===== src/rtl/cond_eval_pkg.sv =====
package cond_eval_pkg;
  typedef enum logic [1:0] {
    MODE_NEVER    = 2'd0,
    MODE_IF_MATCH = 2'd1,
    MODE_IF_MISS  = 2'd2,
    MODE_ALWAYS   = 2'd3
  } cmode_e;

  // decision slots; slot index also selects the mode field and write target
  localparam int DEC_STALL  = 0;
  localparam int DEC_BRANCH = 1;
  localparam int DEC_IRQ    = 2;
  localparam int N_DEC      = 3;
  localparam int MODE_W     = 2;
endpackage


===== src/rtl/cond_sel_regs.sv =====
module cond_sel_regs #(
  parameter int N_SEL    = 3,
  parameter int DATA_W   = 32,
  parameter int STAT_W   = 4,
  parameter int MASK_LSB = 16,
  parameter int VAL_LSB  = 0,
  localparam int SEL_W   = $clog2(N_SEL + 1)
) (
  input  logic                           clk,
  input  logic                           rst_n,
  input  logic                           wr_en,
  input  logic [SEL_W-1:0]               wr_sel,
  input  logic [DATA_W-1:0]              wr_data,
  output logic [N_SEL-1:0][STAT_W-1:0]   sel_mask,
  output logic [N_SEL-1:0][STAT_W-1:0]   sel_val
);
  logic unused_wr_bits;
  assign unused_wr_bits = ^wr_data;

  for (genvar g = 0; g < N_SEL; g++) begin : g_reg
    always_ff @(posedge clk or negedge rst_n) begin
      if (!rst_n) begin
        sel_mask[g] <= '0;
        sel_val[g]  <= '0;
      end else if (wr_en && (wr_sel == SEL_W'(g))) begin
        sel_mask[g] <= wr_data[MASK_LSB +: STAT_W];
        sel_val[g]  <= wr_data[VAL_LSB +: STAT_W];
      end
    end
  end
endmodule


===== src/rtl/cond_match.sv =====
module cond_match
  import cond_eval_pkg::*;
#(
  parameter int STAT_W = 4
) (
  input  logic [MODE_W-1:0] mode,
  input  logic [STAT_W-1:0] mask,
  input  logic [STAT_W-1:0] cmp_val,
  input  logic [STAT_W-1:0] status,
  output logic              act
);
  logic hit;
  assign hit = ((status & mask) == (cmp_val & mask));

  always_comb begin
    case (mode)
      MODE_NEVER:    act = 1'b0;
      MODE_IF_MATCH: act = hit;
      MODE_IF_MISS:  act = !hit;
      default:       act = 1'b1;
    endcase
  end
endmodule


===== src/rtl/cond_eval_unit.sv =====
module cond_eval_unit
  import cond_eval_pkg::*;
#(
  parameter int DATA_W   = 32,
  parameter int STAT_W   = 4,
  parameter int MASK_LSB = 16,
  parameter int VAL_LSB  = 0,
  localparam int SEL_W   = $clog2(N_DEC + 1),
  localparam int MODES_W = N_DEC * MODE_W
) (
  input  logic               clk,
  input  logic               rst_n,
  input  logic               wr_en,
  input  logic [SEL_W-1:0]   wr_sel,
  input  logic [DATA_W-1:0]  wr_data,
  input  logic [MODES_W-1:0] cmd_modes,
  input  logic [STAT_W-1:0]  dev_status,
  input  logic               done_pulse,
  input  logic               irq_ack,
  output logic               stall_take,
  output logic               branch_take,
  output logic               irq_fire,
  output logic               irq_pending
);
  logic [N_DEC-1:0][STAT_W-1:0] sel_mask;
  logic [N_DEC-1:0][STAT_W-1:0] sel_val;
  logic [N_DEC-1:0]             act;
  logic [N_DEC-1:0]             dec_q;

  cond_sel_regs #(
    .N_SEL(N_DEC), .DATA_W(DATA_W), .STAT_W(STAT_W),
    .MASK_LSB(MASK_LSB), .VAL_LSB(VAL_LSB)
  ) u_regs (
    .clk(clk), .rst_n(rst_n), .wr_en(wr_en), .wr_sel(wr_sel),
    .wr_data(wr_data), .sel_mask(sel_mask), .sel_val(sel_val)
  );

  for (genvar g = 0; g < N_DEC; g++) begin : g_dec
    cond_match #(.STAT_W(STAT_W)) u_match (
      .mode(cmd_modes[g*MODE_W +: MODE_W]),
      .mask(sel_mask[g]),
      .cmp_val(sel_val[g]),
      .status(dev_status),
      .act(act[g])
    );
  end

  always_ff @(posedge clk or negedge rst_n) begin
    if (!rst_n) begin
      dec_q       <= '0;
      irq_pending <= 1'b0;
    end else begin
      dec_q       <= done_pulse ? act : '0;
      irq_pending <= (done_pulse && act[DEC_IRQ]) || (irq_pending && !irq_ack);
    end
  end

  assign stall_take  = dec_q[DEC_STALL];
  assign branch_take = dec_q[DEC_BRANCH];
  assign irq_fire    = dec_q[DEC_IRQ];
endmodule


===== config.mk =====
export PLATFORM = sky130hd
export DESIGN_NAME = cond_eval_unit
export DESIGN_NICKNAME = d
export VERILOG_FILES = /design/src/rtl/cond_eval_pkg.sv /design/src/rtl/cond_sel_regs.sv /design/src/rtl/cond_match.sv /design/src/rtl/cond_eval_unit.sv
export SDC_FILE = /design/constraint.sdc
export NUM_CORES = 1
export LEC_CHECK = 0
export CORE_UTILIZATION = 59
export CTS_BUF_LIST = sky130_fd_sc_hd__clkbuf_8
export CTS_CLUSTER_DIAMETER = 30
export CTS_CLUSTER_SIZE = 28
export DETAILED_ROUTE_END_ITERATION = 8
export DONT_BUFFER_PORTS = 1
export GPL_ROUTABILITY_DRIVEN = 1
export MAX_ROUTING_LAYER = met4
export PLACE_DENSITY = 0.75
export SETUP_SLACK_MARGIN = 0.3
export SYNTH_ARGS = -nofsm -noshare
export SYNTH_HDL_FRONTEND = slang
export SYNTH_SLANG_ARGS = --single-unit

===== constraint.sdc =====
create_clock -name clk -period 1.45 [get_ports clk]
set_input_delay 0.2175 -clock clk [delete_from_list [all_inputs] [get_ports clk]]
set_output_delay 0.2175 -clock clk [all_outputs]
set_load 0.005 [all_outputs]

After elaboration in Yosys (flattened, before gate mapping)
Cells that the tools add are included.
{"block": "op_classes", "n_addsub": 0, "n_mul": 0, "div": 0, "order_cmp": 0, "eq_ne": 11, "shift": 0, "n_mux": 4, "bitwise_logic": 6, "n_reduce_logical": 14}
{"op": "bitwise AND 4 bit", "n": 6}
{"op": "equality test 4 bit", "n": 3}
{"op": "one-hot mux 1 bit (3 select lines)", "n": 3}
{"op": "equality test 2 x 1 -> 1 bit, second input constant", "n": 4}
{"op": "equality test 2 bit, second input constant", "n": 4}
{"op": "logical NOT 2 bit", "n": 4}
{"op": "logical AND 1 bit", "n": 5}
{"op": "logical NOT 1 bit", "n": 4}
{"op": "2-to-1 mux 3 bit", "n": 1}
{"op": "logical OR 1 bit", "n": 1}
{"block": "totals", "regBits": 28, "latch_bits": 0, "mem_bits_rw": 0, "rom_bits": 0, "input_bits": 49, "out_inout_bits": 4, "wordCells": 43, "memories": 0}

Depth between registers and ports, before layout
{"block": "logic_depth", "word_depth": 6, "mapped_depth": 4, "ltp_nobuf": 4}

Modules after synthesis
From an unflattened synthesis, not the netlist that was laid out.
{"block": "unflattened", "hier_cells": 81, "hier_area_um2": 1257.5}
{"mod": "cond_sel_regs", "n_inst": 1, "cells_each": 51, "area_per_inst_um2": 912.1, "seq_area_each_um2": 600.6}
{"mod": "cond_match", "n_inst": 3, "cells_each": 7, "area_per_inst_um2": 70.1, "seq_area_each_um2": 0.0}
{"mod": "cond_eval_unit", "n_inst": 1, "cells_each": 9, "area_per_inst_um2": 135.1, "seq_area_each_um2": 100.1}

Least setup slack after synthesis
Ideal clock, no wire load.
{"block": "synth_path", "path_kind": "reg2reg", "start": "reg u_regs.sel_val[10] (netlist bit)", "end": "reg irq_pending", "setup_time_ps": 137, "arrival_ps": 929, "t_required_ps": 1313, "path_slack_ps": 383, "stages_incl_launch_ff": 5, "path_buffers": 0, "cell_sequence": "dfrtp_1 > xor2_1 > a22oi_1 > a21o_1 > o221ai_1"}
{"block": "synth_via", "elab_chain_cells": 6}
{"element": "start, declared", "line": "cond_sel_regs.sv:15", "rtl": "output logic [N_SEL-1:0][STAT_W-1:0] sel_val"}
{"element": "start signal, assigned by index", "line": "cond_sel_regs.sv:27", "rtl": "sel_val[g] <= wr_data[VAL_LSB +: STAT_W];"}
{"element": "bitwise AND 4 bit (*)", "line": "cond_match.sv:13", "rtl": "assign hit = ((status & mask) == (cmp_val & mask));"}
{"element": "equality test 4 bit (*)", "line": "cond_match.sv:13"}
{"element": "logical NOT 1 bit", "line": "cond_match.sv:19", "rtl": "MODE_IF_MISS: act = !hit;"}
{"element": "one-hot mux 1 bit (3 select lines) (*)", "line": "cond_match.sv:16", "rtl": "case (mode)"}
{"element": "logical AND 1 bit (*)", "line": "cond_eval_unit.sv:54", "rtl": "irq_pending <= (done_pulse && act[DEC_IRQ]) || (irq_pending && !irq_ack);"}
{"element": "logical OR 1 bit (*)", "line": "cond_eval_unit.sv:54"}
{"element": "end signal, assigned", "line": "cond_eval_unit.sv:54"}
{"element": "end, declared", "line": "cond_eval_unit.sv:23", "rtl": "output logic irq_pending"}
Mark *: on every way between the ends. The rest lies on a longest branch, timed or not.
A chain may end at the register's enable or synchronous reset.

Worst setup path in the final report
{"block": "layout_path", "start": "reg u_regs.sel_val[11] (netlist bit)", "end": "reg irq_pending"}
Same word-level chain as after synthesis.

==> impl_metrics.env <==
export IMPL_worstMarginPinSlew_ns=0.474
export IMPL_p_seq_share_pct=54.2
export IMPL_synth_top_area_cell="dfrtp_1"
export IMPL_viasPerCell=5.97
export IMPL_synth_area_leaders="dfrtp_1 (56%), mux2_2 (22%), xor2_1 (8.5%)"
export IMPL_leakage_nw=0.607
export IMPL_grt_usage_pct=22.7
export IMPL_worstPathArrival_ns=1.32
export IMPL_io_buffers=0
export IMPL_dr_pass1_iters=4
export IMPL_drive_gt1_share_pct=47.3
export IMPL_drv_slew=0
export IMPL_routedWlPerCell_um=19.4
export IMPL_use_met3_pct=4.91
export IMPL_core_area_um2=1960
export IMPL_die_h_um=47.9
export IMPL_grt_use_met1_pct=26.6
export IMPL_internal_power_mw=1.40
export IMPL_setup_worst_path_end_class="flip-flop"
export IMPL_netlist_area_leader_share_pct=56.4
export IMPL_cts_max_level=1
export IMPL_design_die_area_um2=2290
export IMPL_seq_area_frac_synth_pct=56.4
export IMPL_antenna_found_initial=0
export IMPL_ant_nets=0
export IMPL_setup_tns_ns=0
export IMPL_drt_iter0_markers=8
export IMPL_async_flop_share_pct=100
export IMPL_critical_path_class="flip-flop to flip-flop"
export IMPL_synthesis_area_um2=1240
export IMPL_clk_pin_slew_ns=0.10
export IMPL_drc=0
export IMPL_cts_buffers=3
export IMPL_multi_input_area_um2=591
export IMPL_gp_congestion=0.760
export IMPL_n_fill_cell=144
export IMPL_clock_path_buffers=2
export IMPL_fmaxAchievable_mhz=864
export IMPL_outcome="finished, final reports clean"
export IMPL_grt_pass1_vias=743
export IMPL_power_switching_share_pct=27.3
export IMPL_grt_max_degree=29
export IMPL_relSlewSlack_pct=68.4
export IMPL_use_met2_pct=38.1
export IMPL_die_x_um=47.9
export IMPL_cts_tree="built"
export IMPL_nets=143
export IMPL_clkPwrFrac_pct=25.8
export IMPL_avgSynthCellArea_um2=14.3
export IMPL_yosysWarnings=0
export IMPL_hold_class="input port to flip-flop"
export IMPL_startpoint_type="flip-flop"
export IMPL_rsz0062_at_grt="yes"
export IMPL_setup_viol_count_final=0
export IMPL_ys_ff_latch=28
export IMPL_ys_types=14
export IMPL_cts_sink_count=28
export IMPL_power_mw=1.92
export IMPL_skew_ns=0.0104
export IMPL_fin_crit_sh_pct=79.8
export IMPL_hold_viol=0
export IMPL_rrSetupSlack_ns=0.29
export IMPL_initial_core_util_pct=63.3
export IMPL_period_minus_slack_ns=1.16
export IMPL_insertion_delay_ns=0.28
export IMPL_synth_flop_cell="dfrtp_1"
export IMPL_required_ns=1.61
export IMPL_register_area_um2=701
export IMPL_row_count=16
export IMPL_vias=716
export IMPL_pin_count=53
export IMPL_synth_nets=136
export IMPL_synth_edff_count=0
export IMPL_cts_setup_buffers=0
export IMPL_diodes=0
export IMPL_overflow=0
export IMPL_grt_pass1_wl_um=3310
export IMPL_hpwl_um=1580
export IMPL_yosysMostFrequentCell="dfrtp_1"
export IMPL_area_growth_pct=14.1
export IMPL_max_cap_viol_count=0
export IMPL_top_usage_layer="met2"
export IMPL_yosys_top_cells_count="dfrtp_1 (28), mux2_2 (24), xor2_1 (12)"
export IMPL_power_switching_mw=0.523
export IMPL_power_frac_comb_pct=20.1
export IMPL_syn_inst=87
export IMPL_path_max_fanout=2
export IMPL_cts_root_buf="clkbuf_8"
export IMPL_vdd_ir_drop_max_v=0.000842
export IMPL_p_per_area_nw_per_um2=1350
export IMPL_drt_total_wl_um=2330
==> worst max-delay path, stage by stage, from the launching register on <==
cell,delay (ns)
dfrtp_1,0.40
xor2_1,0.16
a22oi_2,0.21
a21o_1,0.16
o221ai_1,0.11
==> path summary, 6_finish.rpt <==
path,startpoint,endpoint,cells after the start
max,u_regs.sel_val[11],irq_pending,4
min,cmd_modes[2],dec_q[1],2
max reg2reg,u_regs.sel_val[11],irq_pending,4
min reg2reg,u_regs.sel_mask[8],u_regs.sel_mask[8],1
max in group asynchronous,rst_n,u_regs.sel_val[4],2
min in group asynchronous,rst_n,dec_q[2],2
==> cells in the final DEF, fill, tap and decap left out <==
cell            n
inv_1           2
a21o_1          1
o21ai_0         1
nand3b_2        2
a21bo_2         2
dlygate4sd3_1   1
xor2_2          3
dfrtp_1        28
nand2_1         3
nand3_1         2
a22oi_2         6
nor3b_4         1
mux2_2         24
a21oi_2         1
o221ai_1        1
a21oi_1         1
xor2_1          9
buf_12          1
clkbuf_8        4
==> stage by stage <==
| step | setup WS [ns] | std cells | hold WS [ns] | area, µm² | util [%] |
|---|---|---|---|---|---|
| after global routing | 0.246 | 120 | 0.0707 | 1420 | 72.3 |
| after floorplan | 0.383 | 87 | -0.0781 | 1240 | - |
| after global placement | 0.278 | 114 | -0.0775 | 1280 | 65.1 |
| final | 0.293 | 120 | 0.0638 | 1420 | 72.3 |
| after CTS | 0.294 | 120 | 0.0613 | 1380 | 70.4 |
| after detailed placement | 0.233 | 114 | -0.0775 | 1280 | 65.1 |
==> cell families (layout without fill, tap and decap cells) <==
group / after synthesis / after routing / share of synthesized area [%]
simple gates: 8 / 8 / 5.04
mux: 24 / 24 / 21.8
buf+inv: 2 / 8 / 0.604
xor+xnor: 12 / 12 / 8.46
flops: 28 / 28 / 56.4
compound gates: 13 / 13 / 7.75
==> cell type report <==
| type | count | area share (%) |
|---|---|---|
| Tap cell | 27 | 2.38 |
| Multi-Input combinational cell | 57 | 41.7 |
| Timing Repair Buffer | 2 | 2.12 |
| Inverter | 2 | 0.530 |
| Clock buffer | 4 | 3.88 |
| Sequential cell | 28 | 49.4 |
==> power by group through the flow <==
stage / Clock [mW] / Combinational, mW / Sequential (mW)
floorplan: 0 / 0.265 / 1.01
global placement: 0 / 0.302 / 1.03
detailed placement: 0 / 0.317 / 1.03
CTS: 0.485 / 0.367 / 1.03
global route: 0.523 / 0.423 / 1.06
finish: 0.495 / 0.385 / 1.04
==> registers in the layout (all words and copies together), names as in the netlist <==
| signal | cells |
|---|---|
| dec_q | 3 |
| irq_pending | 1 |
| u_regs.sel_mask | 12 |
| u_regs.sel_val | 12 |
==> metal layers <==
layer  up-vias  part of all wire (%)
met2        26                    52
met5         -                     0
met4         0                   1.2
li1        319                     -
met3         4                   4.8
met1       367                    42
==> repair_timing <==
action / 4_1_cts / 5_1_grt
resized for setup: 4 / 6
pin swaps: 5 / 3
endpoints found under the hold margin: 28 / 0
setup endpoints to repair: 3 / 4
hold buffers: 2 / 0
No activity file was read; power rests on OpenSTA's default activity.
